File: src/rtl/upd_pkg.sv
package upd_pkg;

   typedef logic [3:0][1:0] prio_t;

   // change applied to x by process p; process 2 touches x only in the four-process set
   function automatic int step_x(input int p, input int nproc);
      case (p)
         0: return 1;
         1: return -1;
         2: return (nproc == 4) ? 1 : 0;
         3: return 2;
         default: return 0;
      endcase
   endfunction

   function automatic int step_y(input int p);
      case (p)
         1: return 1;
         2: return -1;
         3: return -2;
         default: return 0;
      endcase
   endfunction

   // the first nproc entries must be a permutation of 0..nproc-1
   function automatic bit prio_valid(input prio_t order, input int nproc);
      logic [3:0] seen;
      seen = '0;
      for (int r = 0; r < nproc; r++) begin
         if (int'(order[r]) >= nproc) return 1'b0;
         if (seen[order[r]]) return 1'b0;
         seen[order[r]] = 1'b1;
      end
      return 1'b1;
   endfunction

endpackage

File: src/rtl/upd_effect.sv
module upd_effect
   import upd_pkg::*;
#(
   parameter int WIDTH    = 16,
   parameter int NUM_PROC = 4
) (
   output logic [NUM_PROC-1:0]            wr_x_o,
   output logic [NUM_PROC-1:0]            wr_y_o,
   output logic [NUM_PROC-1:0][WIDTH-1:0] dx_o,
   output logic [NUM_PROC-1:0][WIDTH-1:0] dy_o
);
   for (genvar p = 0; p < NUM_PROC; p++) begin : g_proc
      localparam int SX = step_x(p, NUM_PROC);
      localparam int SY = step_y(p);
      assign wr_x_o[p] = (SX != 0);
      assign wr_y_o[p] = (SY != 0);
      assign dx_o[p]   = WIDTH'(SX);
      assign dy_o[p]   = WIDTH'(SY);
   end
endmodule

File: src/rtl/upd_arbiter.sv
module upd_arbiter
   import upd_pkg::*;
#(
   parameter int    NUM_PROC = 4,
   parameter prio_t PRIO     = {2'd0, 2'd1, 2'd3, 2'd2}
) (
   input  logic [NUM_PROC-1:0] req_i,
   input  logic [NUM_PROC-1:0] wr_x_i,
   input  logic [NUM_PROC-1:0] wr_y_i,
   output logic [NUM_PROC-1:0] grant_o
);
   logic x_taken;
   logic y_taken;

   // walk the ranks top-down; a process wins only if all its registers are still free
   always_comb begin
      grant_o = '0;
      x_taken = 1'b0;
      y_taken = 1'b0;
      for (int r = 0; r < NUM_PROC; r++) begin
         if (req_i[PRIO[r]] &&
             !(wr_x_i[PRIO[r]] && x_taken) &&
             !(wr_y_i[PRIO[r]] && y_taken)) begin
            grant_o[PRIO[r]] = 1'b1;
            x_taken = x_taken | wr_x_i[PRIO[r]];
            y_taken = y_taken | wr_y_i[PRIO[r]];
         end
      end
   end
endmodule

File: src/rtl/upd_regs.sv
module upd_regs #(
   parameter int WIDTH    = 16,
   parameter int NUM_PROC = 4
) (
   input  logic                           clk,
   input  logic                           rst_n,
   input  logic [NUM_PROC-1:0]            grant_i,
   input  logic [NUM_PROC-1:0][WIDTH-1:0] dx_i,
   input  logic [NUM_PROC-1:0][WIDTH-1:0] dy_i,
   output logic [WIDTH-1:0]               x_q,
   output logic [WIDTH-1:0]               y_q
);
   logic [WIDTH-1:0] sum_x;
   logic [WIDTH-1:0] sum_y;

   // at most one granted writer per register, so the sum is that writer's delta
   always_comb begin
      sum_x = '0;
      sum_y = '0;
      for (int p = 0; p < NUM_PROC; p++) begin
         if (grant_i[p]) begin
            sum_x = sum_x + dx_i[p];
            sum_y = sum_y + dy_i[p];
         end
      end
   end

   always_ff @(posedge clk) begin
      if (!rst_n) begin
         x_q <= '0;
         y_q <= '0;
      end else begin
         x_q <= x_q + sum_x;
         y_q <= y_q + sum_y;
      end
   end
endmodule

File: src/rtl/prio_update_ctrl.sv
module prio_update_ctrl
   import upd_pkg::*;
#(
   parameter int    WIDTH    = 16,
   parameter int    NUM_PROC = 4,
   parameter prio_t PRIO     = {2'd0, 2'd1, 2'd3, 2'd2}
) (
   input  logic                     clk,
   input  logic                     rst_n,
   input  logic [NUM_PROC-1:0]      cond_i,
   output logic signed [WIDTH-1:0]  x_o,
   output logic signed [WIDTH-1:0]  y_o,
   output logic [NUM_PROC-1:0]      fired_o
);
   localparam bit ORDER_OK = prio_valid(PRIO, NUM_PROC);

   if (NUM_PROC != 3 && NUM_PROC != 4) begin : g_bad_nproc
      $error("prio_update_ctrl: NUM_PROC must be 3 or 4");
   end
   if (!ORDER_OK) begin : g_bad_prio
      $error("prio_update_ctrl: PRIO is not a permutation of the processes");
   end
   if (WIDTH < 3) begin : g_bad_width
      $error("prio_update_ctrl: WIDTH must hold a step of 2");
   end

   logic [NUM_PROC-1:0]            req;
   logic [NUM_PROC-1:0]            grant;
   logic [NUM_PROC-1:0]            wr_x;
   logic [NUM_PROC-1:0]            wr_y;
   logic [NUM_PROC-1:0][WIDTH-1:0] dx;
   logic [NUM_PROC-1:0][WIDTH-1:0] dy;
   logic [WIDTH-1:0]               x_q;
   logic [WIDTH-1:0]               y_q;

   assign req = rst_n ? cond_i : '0;

   upd_effect #(.WIDTH(WIDTH), .NUM_PROC(NUM_PROC)) u_effect (
      .wr_x_o (wr_x),
      .wr_y_o (wr_y),
      .dx_o   (dx),
      .dy_o   (dy)
   );

   upd_arbiter #(.NUM_PROC(NUM_PROC), .PRIO(PRIO)) u_arb (
      .req_i   (req),
      .wr_x_i  (wr_x),
      .wr_y_i  (wr_y),
      .grant_o (grant)
   );

   upd_regs #(.WIDTH(WIDTH), .NUM_PROC(NUM_PROC)) u_regs (
      .clk     (clk),
      .rst_n   (rst_n),
      .grant_i (grant),
      .dx_i    (dx),
      .dy_i    (dy),
      .x_q     (x_q),
      .y_q     (y_q)
   );

   assign x_o     = x_q;
   assign y_o     = y_q;
   assign fired_o = grant;
endmodule

File: config.mk
export PLATFORM = sky130hd
export DESIGN_NAME = prio_update_ctrl
export DESIGN_NICKNAME = d
export VERILOG_FILES = /design/src/rtl/upd_pkg.sv /design/src/rtl/upd_effect.sv /design/src/rtl/upd_arbiter.sv /design/src/rtl/upd_regs.sv /design/src/rtl/prio_update_ctrl.sv
export SDC_FILE = /design/constraint.sdc
export NUM_CORES = 1
export LEC_CHECK = 0
export BUFFER_PORTS_ARGS = -buffer_cell sky130_fd_sc_hd__buf_4
export CORE_ASPECT_RATIO = 0.6
export CORE_MARGIN = 2
export CORE_UTILIZATION = 60
export DETAILED_ROUTE_END_ITERATION = 7
export PLACE_DENSITY = 0.84
export REMOVE_ABC_BUFFERS = 1
export SLEW_MARGIN = 40
export SYNTH_ARGS = -nofsm -noshare
export SYNTH_HDL_FRONTEND = slang
export SYNTH_SLANG_ARGS = --single-unit
File: constraint.sdc
create_clock -name clk -period 6.15 [get_ports clk]
set_input_delay 0.3075 -clock clk [delete_from_list [all_inputs] [get_ports clk]]
set_output_delay 0.3075 -clock clk [all_outputs]
set_load 0.005 [all_outputs]
==> results.py, run 1 <==
metrics = {
    "yosys": {
        "synth_area_leader_cell": "dfxtp_1",
        "synth.top_cell.area_share_pct": 25.9,
        "synth-seq-cells": 32,
        "synthArstFlopShare_pct": 0,
        "yosysSeqAreaShare_pct": 25.9,
        "ys.flop_type": "dfxtp_1",
        "yosys_warnings": 0,
        "synth_area_per_cell_sq_um": 8.32,
        "synth_edf_count": 0,
        "synth_common_cells": "36 x a21oi_1, 32 x dfxtp_1, 31 x ha_1",
        "yosysMostFrequentCell": "a21oi_1",
        "ys_types": 56,
        "syn_inst": 297,
        "syn_area_sq_mm": 0.00247,
        "yosys-top-cells-area": "dfxtp_1 26%, ha_1 16%, a21oi_1 7.3%",
    },
    "min_path": {
        "hold_class": "primary input to flip-flop",
        "min_path_cells": 3,
        "hold_path.startpoint": "rst_n",
    },
    "cts": {
        "max-clock-path-buffers": 2,
        "cts_sinks": 32,
        "path_clk_slew_ns": 0.07,
        "cts_buffers": 5,
        "post-cts-setup-buffers": 0,
        "ctsHtreeMaxLevel": 2,
        "clock_latency_ns": 0.28,
        "cts_resized": 0,
        "cts_hold_buffers": 0,
        "cts-root-buf": "clkbuf_8",
        "cts_tree": "yes",
    },
    "worst_setup_path": {
        "timing.critical_path.from": "rst_n",
        "cp_data_arrival_time_ns": 3.12,
        "r2r-start": "u_regs.x_q[0]",
        "critPathCaptureType": "flip-flop",
        "crit_required_ns": 6.32,
        "path_class": "primary input to flip-flop",
        "cp_max_fo": 26,
        "ff2ff_path_depth": 7,
        "start_kind": "primary input",
    },
    "placed_design": {
        "place_hpwl_mm": 4.64,
        "dpl.cell_count": 381,
        "place_congestion": 0.880,
        "dp_slack_ns": 3.05,
        "placed_cell_area_sq_mm": 0.00281,
        "port_buffers": 41,
    },
    "routing": {
        "num_vias": 2467,
        "top_layer_used": "met4",
        "drt_iter0_drc": 249,
        "via_per_inst": 6.34,
        "drc": 0,
        "route.antenna.remaining_nets": 0,
        "wl_mm": 6.32,
        "met1_length_mm": 3.20,
        "wl_met3_um": 612,
        "dr.pass1.iters": 5,
        "dr_wl_met2_mm": 2.44,
        "post_drt_wl_per_cell_um": 16.2,
    },
    "job": {
        "maxCapViolCount": 0,
    },
    "final_layout": {
        "nets": 377,
        "n_fill_cell": 335,
        "final_area_sq_mm": 0.00293,
        "fin_cells": 389,
        "post_route_cells_drive_above_1_share_pct": 18.0,
        "area_growth_pct": 18.8,
        "insertedDiodeCount": 0,
    },
    "timing": {
        "fin_crit_ns": 2.95,
        "setup_tns_ns": 0,
        "skew_ns": 0.00713,
        "drv_slew": 0,
        "fin_crit_sh_pct": 48.0,
        "setup_slack_ns": 3.20,
        "hold_violations": 0,
        "relSlewSlack_pct": 47.8,
        "max_freq_mhz": 339,
        "rsz0062_at_grt": "false",
        "finalSetupViolCount": 0,
        "tightest_slew_ns": 0.782,
    },
    "pwr": {
        "power_mw": 0.844,
        "powerDensity_mw_per_mm2": 288,
        "p_leak_nw": 1.34,
        "ir_drop_v": 0.000208,
    },
    "floorplan": {
        "die_w_um": 86.8,
        "start_util_pct": 61.3,
        "io_pins": 42,
        "die-area_sq_mm": 0.00466,
        "die_h_um": 53.7,
        "num_rows": 18,
        "core_area_sq_mm": 0.00403,
    },
    "status": {
        "outcome": "completed",
    },
    "global_routing": {
        "grt_max_degree": 27,
        "grt_pass1_wl_mm": 9.92,
        "antenna_found_initial": 0,
        "track_usage_pct": 27.6,
        "first_global_vias": 2089,
        "grt_overflow": 0,
    },
}
[metal layers]
| layer | track usage, % | vias up |
|---|---|---|
| met5 | 0 | - |
| met4 | 6.51 | 0 |
| met3 | 6.13 | 11 |
| met2 | 39.6 | 126 |
| met1 | 41.8 | 1145 |
| li1 | - | 1185 |
[path summary, 6_finish.rpt]
path	to	slack (ns)
worst min-delay path	u_regs.x_q[14]	0.41
worst max-delay path	u_regs.x_q[12]	3.20
worst max register to register	u_regs.x_q[12]	3.85
worst min register to register	u_regs.y_q[0]	0.60
[cell type report]
cell class,count,area (sq um),area share [%]
Inverter,11,42.5,1.45
Clock buffer,7,96.3,3.28
Multi-Input combinational cell,247,1750,59.8
Sequential cell,32,641,21.8
Tap cell,50,62.6,2.13
Clock inverter,1,30.0,1.02
Timing Repair Buffer,41,308,10.5
[power by group]
| group | leakage (nW) | internal (mW) | switching, mW |
|---|---|---|---|
| clock | 0.0645 | 0.143 | 0.0820 |
| combinational | 1.01 | 0.158 | 0.190 |
| sequential | 0.263 | 0.246 | 0.0254 |
| total | 1.34 | 0.547 | 0.297 |
[critical path: stages]
cell and delay (ns):
buf_4 0.20, nor3b_4 0.19, nand2_4 0.11, clkinv_2 0.08, or3_1 0.37, ha_1 0.22, fa_1 0.44, a211oi_2 0.29
o21bai_2 0.19, a211oi_2 0.37, a21boi_0 0.19, mux2i_1 0.15
[layout by cell type (no fill, tap or decap), types with 3 or more instances in the layout]
cell type	n
a211oi_1	4
a21o_1	4
a21oi_1	36
and2_1	5
and4_1	3
buf_4	41
clkbuf_8	7
dfxtp_1	32
ha_1	31
inv_1	10
mux2i_1	6
nand2_1	28
nand2b_1	4
nand3_1	7
nand4_1	6
nor2_1	23
nor2b_1	3
nor3_1	5
o211ai_1	6
o21a_1	6
o21ai_0	16
or3_1	4
xnor2_1	4
xor2_1	8
[registers in the layout (all words and copies together), names as in the netlist]
| signal | count |
|---|---|
| u_regs.x_q | 16 |
| u_regs.y_q | 16 |
[kinds of logic (layout without fill, tap and decap cells)]
family / Yosys count / after routing / synth area share, %
compound gates: 94 / 94 / 25.1
xor+xnor: 12 / 12 / 4.26
fa+ha+maj: 33 / 33 / 17.3
buf+inv: 18 / 60 / 3.04
flops: 32 / 32 / 25.9
mux: 7 / 7 / 2.89
simple gates: 101 / 101 / 21.5
[metrics by stage]
step / hold slack, ns / util [%]
final: 0.405 / 72.8
after CTS: 0.407 / 72.8
after global placement: 0.598 / 69.6
after global routing: 0.431 / 72.8
after detailed placement: 0.580 / 69.6
after floorplan: 0.429 / -
Note: power is estimated with default switching activity, not from simulation.
==> run 2: changes to the inputs <==
--- a/config.mk
+++ b/config.mk
@@ -5,12 +5,13 @@
 export SDC_FILE = /design/constraint.sdc
 export NUM_CORES = 1
 export LEC_CHECK = 0
+export ABC_AREA = 1
 export BUFFER_PORTS_ARGS = -buffer_cell sky130_fd_sc_hd__buf_4
 export CORE_ASPECT_RATIO = 0.6
 export CORE_MARGIN = 2
-export CORE_UTILIZATION = 60
+export CORE_UTILIZATION = 52
 export DETAILED_ROUTE_END_ITERATION = 7
-export PLACE_DENSITY = 0.84
+export PLACE_DENSITY = 0.77
 export REMOVE_ABC_BUFFERS = 1
 export SLEW_MARGIN = 40
 export SYNTH_ARGS = -nofsm -noshare
==> constraint.sdc (replaced) <==
create_clock -name clk -period 2.5 [get_ports clk]
set_input_delay 0.125 -clock clk [delete_from_list [all_inputs] [get_ports clk]]
set_output_delay 0.125 -clock clk [all_outputs]
set_load 0.005 [all_outputs]
==> run 2 against run 1 <==
Sequential cell count did not move; worst hold slack got worse by 0.27 ns; clock power grew 71%; count of clock-buffer cells in the layout is 1 lower; synthesized area is 10% higher; non-clock buffer count grew 2; register-to-register slack got worse by 3.2 ns; critical path type unchanged; largest power group unchanged; highest routed layer unchanged.
==> results.py, run 2 <==
metrics = {
    "routing": {
        "drt_iter0_drc": 154,
        "via_per_inst": 4.88,
        "num_vias": 2702,
        "dr.pass1.iters": 5,
        "wl_mm": 6.59,
        "post_drt_wl_per_cell_um": 11.9,
        "drc": 0,
        "route.antenna.remaining_nets": 0,
    },
    "yosys": {
        "yosys_warnings": 0,
        "yosys-top-cells-area": "dfxtp_1 24%, nand2_1 21%, ha_1 14%",
        "synth-seq-cells": 32,
        "synth_edf_count": 0,
        "synth_common_cells": "153 x nand2_1, 71 x inv_1, 51 x nor2_1",
        "yosysMostFrequentCell": "nand2_1",
        "synthArstFlopShare_pct": 0,
        "synth.top_cell.area_share_pct": 23.5,
        "yosysSeqAreaShare_pct": 23.5,
        "synth_area_per_cell_sq_um": 6.17,
        "syn_inst": 442,
        "syn_area_sq_mm": 0.00273,
        "ys.flop_type": "dfxtp_1",
        "synth_area_leader_cell": "dfxtp_1",
        "ys_types": 28,
    },
    "final_layout": {
        "insertedDiodeCount": 0,
        "area_growth_pct": 16.8,
        "n_fill_cell": 483,
        "final_common_cell": "nand2_1",
        "final_cell_mix": "153 x nand2_1, 71 x inv_1, 51 x nor2_1, 43 x buf_4, 32 x dfxtp_1",
        "post_route_cells_drive_above_1_share_pct": 16.6,
        "nets": 527,
        "reg_top3": "u_regs.x_q x16, u_regs.y_q x16",
    },
    "cts": {
        "cts_tree": "yes",
        "cts_hold_buffers": 0,
        "ctsHtreeMaxLevel": 2,
        "cts_buffers": 5,
        "clock_latency_ns": 0.29,
        "post-cts-setup-buffers": 0,
        "max-clock-path-buffers": 2,
        "cts_sinks": 32,
        "path_clk_slew_ns": 0.07,
        "cts-root-buf": "clkbuf_8",
        "cts_resized": 0,
    },
    "min_path": {
        "hold_path.startpoint": "rst_n",
        "min_to": "u_regs.x_q[0]",
        "hold_class": "primary input to flip-flop",
        "min_path_cells": 3,
    },
    "floorplan": {
        "core_area_sq_mm": 0.00505,
        "start_util_pct": 53.9,
        "die_h_um": 60.1,
        "num_rows": 20,
        "die_w_um": 97.5,
        "die-area_sq_mm": 0.00585,
        "io_pins": 42,
    },
    "timing": {
        "fin_crit_sh_pct": 76.4,
        "fin_crit_ns": 1.91,
        "finalSetupViolCount": 0,
        "drv_slew": 0,
        "relSlewSlack_pct": 71.6,
        "rsz0062_at_grt": "false",
        "hold_violations": 0,
        "skew_ns": 0.00712,
        "setup_tns_ns": 0,
        "whs_ns": 0.131,
        "max_freq_mhz": 523,
        "tightest_slew_ns": 0.426,
    },
    "worst_setup_path": {
        "cp_data_arrival_time_ns": 2.08,
        "r2r-start": "u_regs.y_q[0]",
        "timing.rr.end": "u_regs.y_q[14]",
        "ff2ff_setup_slack_ns": 0.63,
        "start_kind": "primary input",
        "ff2ff_path_depth": 11,
        "crit_required_ns": 2.67,
        "path_class": "primary input to flip-flop",
        "cp_max_fo": 8,
        "critPathCaptureType": "flip-flop",
    },
    "global_routing": {
        "first_global_vias": 2302,
        "grt_max_degree": 30,
        "antenna_found_initial": 0,
        "grt_pass1_wl_mm": 10.9,
        "grt_overflow": 0,
        "track_usage_pct": 23.8,
    },
    "placed_design": {
        "place_hpwl_mm": 5.36,
        "port_buffers": 41,
        "place_congestion": 0.948,
    },
    "pwr": {
        "p_leak_nw": 1.93,
        "powerDensity_mw_per_mm2": 677,
        "ir_drop_v": 0.000415,
        "power_mw": 2.16,
    },
    "job": {
        "maxCapViolCount": 0,
    },
    "status": {
        "outcome": "completed",
    },
}
run 2: changes by cell type in the layout (fill, tap and decap cells not counted), moves of 8 or more:
| cell | change |
|---|---|
| a21oi_1 | -8 |
| inv_1 | +61 |
| nand2_1 | +125 |
| nand2_2 | +12 |
| nor2_1 | +28 |
| xor2_1 | -8 |
run 2: logic make-up (layout without fill, tap and decap cells):
logic type               count (synthesis)  count (layout)  synth area share (%)
AND/OR/NAND/NOR                        257             257                  41.7
buffers and inverters                   80             126                  11.5
AO/OA/AOI/OAI                           39              39                  7.25
adder cells (fa/ha/maj)                 33              33                  15.7
flip-flops                              32              32                  23.5
XOR/XNOR                                 1               1                 0.321
run 2: worst max-delay path by stage:
stage | from | endpoint | slack (ns) | cells after the start
finish | rst_n | u_regs.x_q[8] | 0.59 | 16
global route | rst_n | u_regs.x_q[8] | 0.37 | 16
CTS | rst_n | u_regs.x_q[8] | 0.61 | 16
detailed placement | rst_n | u_regs.x_q[8] | 0.31 | 16
global placement | rst_n | u_regs.x_q[14] | 0.36 | 13
floorplan | cond_i[2] | u_regs.x_q[8] | 0.56 | 15
run 2: cell type report:
| class | instances | area [sq um] | area share (%) |
|---|---|---|---|
| flip-flops and latches | 32 | 641 | 20.1 |
| inverters | 76 | 288 | 9.04 |
| multi-input cells | 330 | 1770 | 55.6 |
| clock inverters | 1 | 5.00 | 0.157 |
| well taps | 66 | 82.6 | 2.60 |
| clock buffers | 6 | 72.6 | 2.28 |
| repair buffers | 43 | 323 | 10.1 |
run 2: routing by layer:
metal	vias up	routed length (um)	share of wire, %	GRT usage, %
li1	1451	-	-	-
met1	1149	3490	53	36.4
met2	93	2400	36	31.3
met3	9	621	9.4	7.72
met4	0	86	1.3	6.55
met5	-	0	0	0
run 2: stage by stage:
step                      setup WS (ns)  cells  utilization, %  cell area, sq um
after floorplan                   0.562    438               -              2700
after global placement            0.364    547            61.4              3100
after detailed placement          0.305    547            61.4              3100
after CTS                         0.611    554            62.9              3180
after global routing              0.373    554            62.9              3180
final                             0.590    554            62.9              3180
run 2: power breakdown:
part	switching (mW)	total, mW	internal (mW)	leakage [nW]
combinational	0.630	1.08	0.449	1.62
sequential	0.0694	0.691	0.622	0.265
clock	0.196	0.385	0.189	0.0410
total	0.896	2.16	1.26	1.93
run 2: worst max-delay path: stages:
cell,delay [ns]
buf_4,0.15
nand2_4,0.08
nand2_4,0.08
inv_4,0.04
nand2_4,0.08
inv_1,0.05
ha_1,0.18
o21ai_0,0.19
inv_1,0.07
ha_1,0.30
or2_0,0.23
and2_4,0.19
nand2_1,0.06
nand2_1,0.06
o21ai_0,0.14
a21oi_1,0.06
==> run 3: changes to the inputs <==
--- a/config.mk
+++ b/config.mk
@@ -9,9 +9,9 @@
 export BUFFER_PORTS_ARGS = -buffer_cell sky130_fd_sc_hd__buf_4
 export CORE_ASPECT_RATIO = 0.6
 export CORE_MARGIN = 2
-export CORE_UTILIZATION = 52
+export CORE_UTILIZATION = 58
 export DETAILED_ROUTE_END_ITERATION = 7
-export PLACE_DENSITY = 0.77
+export PLACE_DENSITY = 0.81
 export REMOVE_ABC_BUFFERS = 1
 export SLEW_MARGIN = 40
 export SYNTH_ARGS = -nofsm -noshare
==> constraint.sdc (replaced) <==
create_clock -name clk -period 2 [get_ports clk]
set_input_delay 0.1 -clock clk [delete_from_list [all_inputs] [get_ports clk]]
set_output_delay 0.1 -clock clk [all_outputs]
set_load 0.005 [all_outputs]
==> run 3 against run 2 <==
Sequential power is 26% higher; die area down 9.8%; non-clock buffer count grew 27; clock power is 25% higher; cell count up 4.3%; worst hold slack better by 0.12 ns; combinational power up 33%; cell area up 7.3%; worst setup slack lost 0.46 ns; sequential cell count unchanged; critical endpoint is now u_regs.x_q[9]; highest routed layer unchanged.
==> results.py, run 3 (synthesis gave the netlist of run 2 again) <==
metrics = {
    "cts": {
        "ctsHtreeMaxLevel": 2,
        "cts_resized": 0,
        "max-clock-path-buffers": 2,
        "cts_sinks": 32,
        "cts-root-buf": "clkbuf_8",
        "cts_buffers": 5,
        "path_clk_slew_ns": 0.07,
        "cts_hold_buffers": 0,
        "post-cts-setup-buffers": 0,
        "clock_latency_ns": 0.29,
        "cts_tree": "yes",
    },
    "global_routing": {
        "track_usage_pct": 28.0,
        "grt_max_degree": 25,
        "antenna_found_initial": 0,
        "grt_pass1_wl_mm": 11.5,
        "first_global_vias": 2471,
        "grt_overflow": 0,
    },
    "final_layout": {
        "final_cell_mix": "152 x nand2_1, 71 x inv_1, 69 x buf_4, 51 x nor2_1, 32 x dfxtp_1",
        "area_growth_pct": 25.3,
        "n_fill_cell": 379,
        "nets": 554,
        "post_route_cells_drive_above_1_share_pct": 21.7,
        "final_common_cell": "nand2_1",
        "fin_cells": 578,
        "reg_top3": "u_regs.x_q x16, u_regs.y_q x16",
        "insertedDiodeCount": 0,
        "final_area_sq_mm": 0.00341,
    },
    "placed_design": {
        "place_congestion": 0.928,
        "place_hpwl_mm": 5.65,
        "port_buffers": 41,
        "placed_cell_area_sq_mm": 0.00332,
        "dpl.cell_count": 571,
    },
    "worst_setup_path": {
        "r2r-start": "u_regs.y_q[0]",
        "timing.rr.end": "u_regs.y_q[14]",
        "cp_max_fo": 8,
        "slowest_delay_ns": 0.28,
        "critPathCaptureType": "flip-flop",
        "crit_required_ns": 2.22,
        "cp_data_arrival_time_ns": 2.09,
        "crit_chain": "buf_4 > nand2_4 > nand2_4 > inv_4 > nand2_4 > inv_1 > ha_1 > nand2_1 > nand2_1 > inv_1 > ha_4 > or2_4 > nand3b_1 > nand2_2 > nand2_1 > nand2_1 > nand2_1 > nand2_1 > nor2_1",
        "cpMostUsedCell": "nand2_1",
        "ff2ff_path_depth": 11,
        "path_class": "primary input to flip-flop",
        "worst_path_max_delay_cell": "ha_1",
        "cp_top_family": "simple AND/OR/NAND/NOR gates",
        "path_buf_inv": 4,
        "ff2ff_setup_slack_ns": 0.15,
        "start_kind": "primary input",
    },
    "timing": {
        "fin_crit_sh_pct": 93.3,
        "rsz0062_at_grt": "false",
        "hold_violations": 0,
        "tightest_slew_ns": 0.284,
        "drv_slew": 0,
        "finalSetupViolCount": 0,
        "fin_crit_ns": 1.87,
        "relSlewSlack_pct": 81.1,
        "skew_ns": 0.00523,
        "max_freq_mhz": 536,
    },
    "pwr": {
        "sequentialPowerShare_pct": 31.2,
        "ir_drop_v": 0.000634,
        "switching_share_pct": 41.1,
        "combinationalPowerShare_pct": 51.5,
        "powerDensity_mw_per_mm2": 816,
        "netSwitchingPower_mw": 1.15,
        "pwr-share-clk_pct": 17.2,
        "power_mw": 2.79,
        "p_leak_nw": 2.06,
        "intPower_mw": 1.64,
    },
    "routing": {
        "wl_mm": 6.95,
        "post_drt_wl_per_cell_um": 12.0,
        "dr.pass1.iters": 5,
        "num_vias": 2909,
        "route.antenna.remaining_nets": 0,
        "drc": 0,
        "drt_iter0_drc": 280,
        "via_per_inst": 5.03,
    },
    "min_path": {
        "hold_class": "primary input to flip-flop",
        "min_path_cells": 4,
        "hold_path.startpoint": "rst_n",
        "min_to": "u_regs.y_q[1]",
    },
    "job": {
        "maxCapViolCount": 0,
    },
    "floorplan": {
        "die_h_um": 57.1,
        "io_pins": 42,
        "start_util_pct": 60.0,
        "num_rows": 19,
        "core_area_sq_mm": 0.00454,
        "die_w_um": 92.5,
        "die-area_sq_mm": 0.00528,
    },
    "status": {
        "outcome": "completed",
    },
}
## run 3: per-layer routing
metal	vias to the layer above	GRT usage, %	part of all wire, %
li1	1519	-	-
met1	1269	44.3	53
met4	0	6.40	0.88
met5	-	0	0
met3	7	5.94	9.2
met2	114	38.5	37
## run 3: power groups by stage
stage          registers (mW)  clock network, mW  logic (mW)
6_report                0.871              0.480        1.44
5_1_grt                 0.885              0.519        1.62
4_1_cts                 0.869              0.490        1.41
3_5_place_dp            0.882                  0        1.41
3_3_place_gp            0.877                  0        1.37
2_1_floorplan           0.881                  0       0.880
## run 3: worst max-delay path by stage
stage	to	depth (start not counted)	slack, ns	from
2_1_floorplan	u_regs.x_q[8]	15	0.09	cond_i[2]
3_3_place_gp	u_regs.x_q[13]	18	-0.07	rst_n
3_5_place_dp	u_regs.x_q[8]	15	-0.23	rst_n
4_1_cts	u_regs.x_q[8]	15	0.07	rst_n
5_1_grt	u_regs.x_q[9]	19	0.008	rst_n
6_report	u_regs.x_q[9]	19	0.13	rst_n
## run 3: through the flow
| step | hold WS (ns) | setup TNS [ns] | worst slack [ns] | util [%] |
|---|---|---|---|---|
| after global routing | 0.269 | 0 | 0.00806 | 75.2 |
| after detailed placement | 0.516 | -1.48 | -0.229 | 73.0 |
| after floorplan | 0.193 | 0 | 0.0870 | - |
| final | 0.255 | 0 | 0.134 | 75.2 |
| after CTS | 0.247 | 0 | 0.0743 | 74.7 |
| after global placement | 0.513 | -0.241 | -0.0660 | 73.0 |
## run 3: layout make-up
cell class / count / area (sq um) / area share (%)
Clock inverter: 1 / 5.00 / 0.147
Inverter: 76 / 288 / 8.43
Multi-Input combinational cell: 330 / 1790 / 52.5
Tap cell: 63 / 78.8 / 2.31
Sequential cell: 32 / 641 / 18.8
Timing Repair Buffer: 70 / 538 / 15.8
Clock buffer: 6 / 72.6 / 2.13
## run 3: worst register-to-register path: cells and delay by family (launching register included)
kind | cells | cell delay (ns)
and+or+nand+nor | 9 | 0.79
DFF | 1 | 0.32
adders and majority gates | 2 | 0.65
